[config.mk]
export PLATFORM = sky130hd
export DESIGN_NAME = vcom_i2c_cmd_slave
export DESIGN_NICKNAME = d
export VERILOG_FILES = /design/src/rtl/vcom_i2c_cmd_slave.sv
export SDC_FILE = /design/constraint.sdc
export NUM_CORES = 1
export LEC_CHECK = 0
export ABC_AREA = 1
export CORE_MARGIN = 2
export CORE_UTILIZATION = 51
export CTS_CLUSTER_DIAMETER = 200
export CTS_CLUSTER_SIZE = 28
export DETAILED_ROUTE_END_ITERATION = 8
export PLACE_DENSITY_LB_ADDON = 0.3
export SYNTH_ARGS = -nofsm -noshare
export SYNTH_HDL_FRONTEND = slang
export SYNTH_SLANG_ARGS = --single-unit
[constraint.sdc]
create_clock -name clk -period 1.45 [get_ports clk]
set_input_delay 0.2175 -clock clk [delete_from_list [all_inputs] [get_ports clk]]
set_output_delay 0.2175 -clock clk [all_outputs]
set_load 0.01 [all_outputs]
[src/rtl/vcom_i2c_cmd_slave.sv]
module vcom_i2c_cmd_slave #(
  parameter int          CODE_W     = 7,
  parameter logic [6:0]  DEV_ADDR   = 7'b1001111,
  parameter logic [CODE_W-1:0] RESET_CODE = CODE_W'(64),
  parameter int          FILT       = 12
) (
  input  logic              clk,
  input  logic              rst_n,
  input  logic              scl_i,
  input  logic              sda_i,
  input  logic              store_ready,
  output logic              sda_oe,
  output logic              store_wr,
  output logic [CODE_W-1:0] store_code,
  output logic [CODE_W-1:0] live_code
);
  localparam int BW    = CODE_W + 1;
  localparam int CNT_W = $clog2(BW + 1);
  localparam int FC_W  = $clog2(FILT);
  localparam logic [CNT_W-1:0] LAST = CNT_W'(BW);
  localparam logic [FC_W-1:0]  FLIM = FC_W'(FILT - 1);

  typedef enum logic [2:0] {S_IDLE, S_ADDR, S_AACK, S_WDATA, S_DACK, S_RDATA, S_RACK} st_t;

  logic [1:0] raw, s1, s2, flt, flt_d;
  assign raw = {scl_i, sda_i};

  for (genvar i = 0; i < 2; i++) begin : g_line
    logic [FC_W-1:0] fc;
    always_ff @(posedge clk or negedge rst_n) begin
      if (!rst_n) begin
        s1[i] <= 1'b1; s2[i] <= 1'b1; flt[i] <= 1'b1; flt_d[i] <= 1'b1; fc <= '0;
      end else begin
        s1[i] <= raw[i];
        s2[i] <= s1[i];
        flt_d[i] <= flt[i];
        if (s2[i] == flt[i]) fc <= '0;
        else if (fc == FLIM) begin flt[i] <= s2[i]; fc <= '0; end
        else fc <= fc + 1'b1;
      end
    end
  end

  logic scl_f, sda_f, start_ev, stop_ev, scl_rise, scl_fall;
  assign scl_f    = flt[1];
  assign sda_f    = flt[0];
  assign start_ev = scl_f & flt_d[1] & flt_d[0] & ~sda_f;
  assign stop_ev  = scl_f & flt_d[1] & ~flt_d[0] & sda_f;
  assign scl_rise = scl_f & ~flt_d[1];
  assign scl_fall = ~scl_f & flt_d[1];

  st_t             st;
  logic [CNT_W-1:0] bcnt;
  logic [BW-1:0]   sh;
  logic            rd, take;

  always_ff @(posedge clk or negedge rst_n) begin
    if (!rst_n) begin
      st <= S_IDLE; bcnt <= '0; sh <= '0; rd <= 1'b0; take <= 1'b0;
      sda_oe <= 1'b0; store_wr <= 1'b0; store_code <= '0; live_code <= RESET_CODE;
    end else begin
      store_wr <= 1'b0;
      if (start_ev) begin
        st <= S_ADDR; bcnt <= '0; sda_oe <= 1'b0;
      end else if (stop_ev) begin
        st <= S_IDLE; sda_oe <= 1'b0;
      end else if (scl_rise) begin
        if (st == S_ADDR || st == S_WDATA) begin
          sh <= {sh[BW-2:0], sda_f}; bcnt <= bcnt + 1'b1;
        end else if (st == S_RDATA) bcnt <= bcnt + 1'b1;
      end else if (scl_fall) begin
        case (st)
          S_ADDR: if (bcnt == LAST) begin
            if (sh[BW-1:1] == DEV_ADDR) begin st <= S_AACK; sda_oe <= 1'b1; rd <= sh[0]; end
            else st <= S_IDLE;
          end
          S_AACK: begin
            bcnt <= '0;
            if (rd) begin st <= S_RDATA; sh <= {live_code, 1'b0}; sda_oe <= ~live_code[CODE_W-1]; end
            else begin st <= S_WDATA; sda_oe <= 1'b0; end
          end
          S_WDATA: if (bcnt == LAST) begin
            st <= S_DACK; take <= sh[0] | store_ready; sda_oe <= sh[0] | store_ready;
          end
          S_DACK: begin
            st <= S_IDLE; sda_oe <= 1'b0;
            if (take) begin
              if (sh[0]) live_code <= sh[BW-1:1];
              else begin store_wr <= 1'b1; store_code <= sh[BW-1:1]; end
            end
          end
          S_RDATA: if (bcnt == LAST) begin sda_oe <= 1'b0; st <= S_RACK; end
                   else begin sh <= {sh[BW-2:0], 1'b0}; sda_oe <= ~sh[BW-2]; end
          S_RACK: st <= S_IDLE;
          default: st <= S_IDLE;
        endcase
      end
    end
  end
endmodule

## Word-level counts from Yosys, hierarchy flattened

Index checks and enable logic that the tools add are counted.

- Reductions and logical operators: 17
- Equality and inequality tests: 21
- Multiplexer cells: 44
- Add/subtract/negate cells: 3
- Bitwise gates (word level): 20

Operator list:

| operator | number |
|---|---|
| 4-bit two-way mux | 11 |
| 8-bit two-way mux | 5 |
| 7-bit AND reduction | 4 |
| 3-bit two-way mux | 8 |
| 1-bit two-way mux | 16 |
| 4-bit by 3-bit != test with 1-bit output, second input constant | 4 |
| 8-bit one-hot mux with 2 select lines | 1 |
| 4-bit by 1-bit adder with 4-bit output, second input constant | 3 |
| 4-bit equality test, second input constant | 3 |
| 1-bit NOT | 12 |
| 3-bit one-hot mux with 4 select lines | 1 |
| 6-bit AND reduction | 2 |
| 3-bit nonzero test | 4 |
| 3-bit != test, second input constant | 3 |
| 1-bit AND | 7 |
| 7-bit equality test, second input constant | 1 |
| 7-bit nonzero test | 1 |
| 3-bit by 2-bit equality test with 1-bit output, second input constant | 2 |
| 3-bit equality test, second input constant | 2 |
| 1-bit one-hot mux with 5 select lines | 1 |
| 5-bit AND reduction | 1 |
| 4-bit by 2-bit != test with 1-bit output, second input constant | 1 |
| 2-bit AND reduction | 2 |
| 4-bit AND reduction | 1 |
| other kinds (8) | 9 |

- Logic and storage cells: 124
- Register bits after elaboration: 49
- Input bits: 5

## Longest topological paths before layout

- Depth in word-level cells: 8
- Mapped depth: 10
- Gate-level depth less buffers: 10

## Worst setup path after synthesis

OpenSTA, ideal clock, no wires.

- Path type: reg2reg
- Start: register flt_d[1]
- End: register sh[7]
- Data required time: 1,327 ps
- Setup slack: -146 ps
- Data arrival time: 1,473 ps
- Library setup time: 123 ps
- Stages on the path, launching flop included: 8
- Clock period less this slack: 1,596 ps
- Cell sequence: dfstp_2 > inv_1 > ha_1 > inv_1 > nand2_2 > buf_4 > o21ai_0 > o21ai_2

- Word-level cells in the longest chain between the ends: 5
- Elaborated cells on any way between the ends: 17
- Classes of those cells: eq/ne: 3; mux: 1; bitwise: 10; reduce/logical: 3

Ends and longest elaborated chain:

| item | RTL line | source |
|---|---|---|
| start, declared | 25 | `logic [1:0] raw, s1, s2, flt, flt_d;` |
| start signal, assigned by index | 36 | `flt_d[i] <= flt[i];` |
| 1-bit AND | 47, 48 |  |
| 1-bit AND (on tied branches) (2 in series) | 48, 47 |  |
| 1-bit NOT (no source line) | n/a |  |
| 7-bit AND reduction (no source line) | n/a |  |
| end signal, assigned | 69 | `sh <= {sh[BW-2:0], sda_f}; bcnt <= bcnt + 1'b1;` |
| end signal, assigned | 93 | `else begin sh <= {sh[BW-2:0], 1'b0}; sda_oe <= ~sh[BW-2]; end` |
| end, declared | 54 | `logic [BW-1:0] sh;` |

Several ways; a longest one is shown, not always the timed one.
A chain may end at the register's enable or synchronous reset.

## Final worst setup path

- Start: register flt_d[1]
- End: register store_code[5]

- Word-level cells in the longest chain between the ends: 5
- Elaborated cells on any way between the ends: 12
- Classes of those cells: bitwise: 11; reduce/logical: 1

Ends and longest elaborated chain:

| item | RTL line | source |
|---|---|---|
| 1-bit AND | 47, 48 |  |
| 1-bit AND (on tied branches) (2 in series) | 48, 47 |  |
| 1-bit NOT (no source line) | n/a |  |
| 7-bit AND reduction (no source line) (*) | n/a |  |
| end signal, assigned | 60 | `sda_oe <= 1'b0; store_wr <= 1'b0; store_code <= '0; live_code <= RESET_CODE;` |
| end signal, assigned | 89 | `else begin store_wr <= 1'b1; store_code <= sh[BW-1:1]; end` |
| end, declared | 14 | `output logic [CODE_W-1:0] store_code,` |

Mark *: on every way between the ends. The rest lies on a longest branch, timed or not.

==> reports/results.tsv <==
metric	value	unit
length of the first detailed-routing pass in iterations	4	
GRT Total Usage	20.0	%
clock slew at reported path FFs	0.09	ns
pre-CTS setup slack	-0.143	ns
ratio of cells with drive above 1 in the final layout	38.7	%
cell area after synthesis	2500	sq um
maxcap violations	0	
Syn Nets	292	
clk root buf	clkbuf_8	
Data arrival, critical path	1.81	ns
initial core utilization	53.0	%
row count	25	
CP Capture Type	register	
first-pass GRT wire length	8.39	mm
DRT iter0 DRCs	174	
clk sink count	49	
Synth Flop Type	dfrtp_1	
final setup margin	-0.168	ns
Worst-Margin Slew	0.462	ns
CTS Buffer Depth	2	
Final Cycle Share	112	%
Slew HR	69.1	%
Post-route DRC	0	
Async SR Flop Fraction	100	%
Die X-Extent	74.0	microns
total congestion overflow	0	
failing checks	negative setup slack	
min cycle time layout	1.62	ns
number of nets in the layout	344	
die area	5480	sq um
Hold Vio Cnt, Final	0	
maximum vdd drop	0.674	mV
status	finished with violations	
hpwl dp	3.24	mm
f_max	0.618	GHz
pin count of the biggest net entering global routing	50	
fin util	70.1	%
synth warn	0	
routed vias/inst	4.92	
die height	74.0	microns
vias in the first global route	1864	
Core Footprint	4720	sq um
pwr/cell area	761	nW/um^2
Seq cells post-synth	49	
WL/cell	12.6	microns
total power	0.00252	W
via count	1969	
area grow syn2layout	32.4	%
Post-Synthesis Cells	280	
crit path max fanout	15	
register area share after synthesis	49.5	%
WHS	0.316	ns
average size of a mapped cell	8.93	sq um
Worst-Skew Late Latency	0.30	ns
synth unique cells	25	
max-slew violation count	0	
nature of the critical path startpoint	register	
TritonCTS clock tree	done	
gp weighted congestion	0.859	
RSZ-0062 raised after global routing	true	
Ant. Diodes	0	
Final setup violation count	33	
CTS H-tree lvls	2	
Post-synth EDFFs	0	
Setup Skew	0.00737	ns
Lkg Pwr	1.63	nW
initial antenna violation count	0	
Num CTS Buffers	5	
WP data required	1.64	ns
I/O pin count	21	
Total Wirelength	5.03	mm
PortBufs	20	
DRT antenna net count	0	
min-delay worst type	in -> reg	
kind of critical path	reg -> reg	
-- routing by layer --
layer	part of all wire (%)	GRT usage (%)	vias to the layer above
met5	0	0	-
met4	1.3	5.86	0
met3	2.5	4.07	8
met2	48	31.3	27
met1	48	28.3	937
li1	-	-	997
-- worst paths after layout --
| check | start | cells after the start | slack, ns | to |
|---|---|---|---|---|
| setup / recovery | flt_d[1]$_DFF_PN1_ | 9 | -0.17 | store_code[5]$_DFFE_PN0P_ |
| hold / removal | scl_i | 1 | 0.32 | s1[1]$_DFF_PN1_ |
| setup reg to reg | flt_d[1]$_DFF_PN1_ | 9 | -0.17 | store_code[5]$_DFFE_PN0P_ |
| hold reg to reg | s1[1]$_DFF_PN1_ | 0 | 0.36 | s2[1]$_DFF_PN1_ |
| max in group asynchronous | rst_n | 3 | 0.75 | scl_f$_DFFE_PN1P_ |
| min in group asynchronous | rst_n | 3 | 0.42 | g_line[0].fc[3]$_DFF_PN0_ |
-- synth_stat cells, types with 4 or more instances --
cell type	n	area (sq um)
nand3_1	11	55.1
ha_1	7	87.6
dfstp_2	9	236
inv_1	30	113
nand2_2	9	56.3
xnor2_1	5	43.8
inv_2	6	22.5
a21oi_1	6	30.0
nand2_1	66	248
nor3_1	4	20.0
nor2_1	25	93.8
o21ai_0	18	90.1
o21ai_2	23	201
dfrtp_1	40	1000
-- cell families (layout without fill, tap and decap cells) --
| group | after synthesis | count (layout) | synth area share, % |
|---|---|---|---|
| and+or+nand+nor | 126 | 128 | 23.7 |
| AOI/OAI and AO/OA | 50 | 50 | 13.5 |
| DFF | 49 | 49 | 49.5 |
| buffers and inverters | 40 | 91 | 7.05 |
| xor gates and xnor gates | 8 | 8 | 2.80 |
| adders and majority gates | 7 | 7 | 3.50 |
-- report_power, final --
group          total, W  switching (W)  internal (W)
sequential      0.00144      0.0000245       0.00141
combinational  0.000254       0.000133      0.000121
clock          0.000827       0.000439      0.000388
-- critical path: stages, from the launching register on --
cell and delay (ns):
dfstp_2 0.40, buf_4 0.14, ha_4 0.17, nand3_4 0.09, nand2_4 0.08, nor3_4 0.24
nand2_2 0.11, buf_12 0.17, nand2_2 0.06, o21ai_2 0.05
-- registers in the layout, indices dropped and copies added (netlist names) --
signal,flops
store_code,7
bcnt,4
rd,1
s2,2
g_line.fc,8
store_wr,1
s1,2
sda_f,1
live_code,7
sda_oe,1
scl_f,1
st,3
sh,8
take,1
flt_d,2
-- metrics by stage --
step                      cell area, sq um  instances  TNS (ns)
final                                 3310        400     -4.19
after CTS                             3190        398     -2.39
after detailed placement              2940        383     -2.37
after global placement                2940        383     -1.64
after global routing                  3310        400     -6.58
after floorplan                       2530        280    -0.446
-- layout make-up --
class / count / area (sq um)
inverter: 36 / 138
timing repair buffer: 47 / 445
clock inverter: 1 / 7.51
multi-input combinational: 193 / 1310
fill: 346 / 1410
tap: 67 / 83.8
clock buffer: 7 / 86.3
sequential: 49 / 1240
-- timing repair --
item,CTS,global route
endpoints found under the setup margin,37,40
pin swaps,7,9
endpoints found under the hold margin,40,0
setup buffers,5,1
hold buffers,1,0
resized for setup,44,30
gates cloned,1,1
-- cells in the final DEF (no fill, tap or decap), types with 9 or more instances in the layout --
cell	n
inv_2	11
dfstp_2	9
nand2_1	46
nor2_1	24
inv_1	24
nand2_2	23
buf_4	21
dfrtp_1	40
o21ai_0	10
o21ai_2	25
Note: power is estimated with default switching activity, not from simulation.
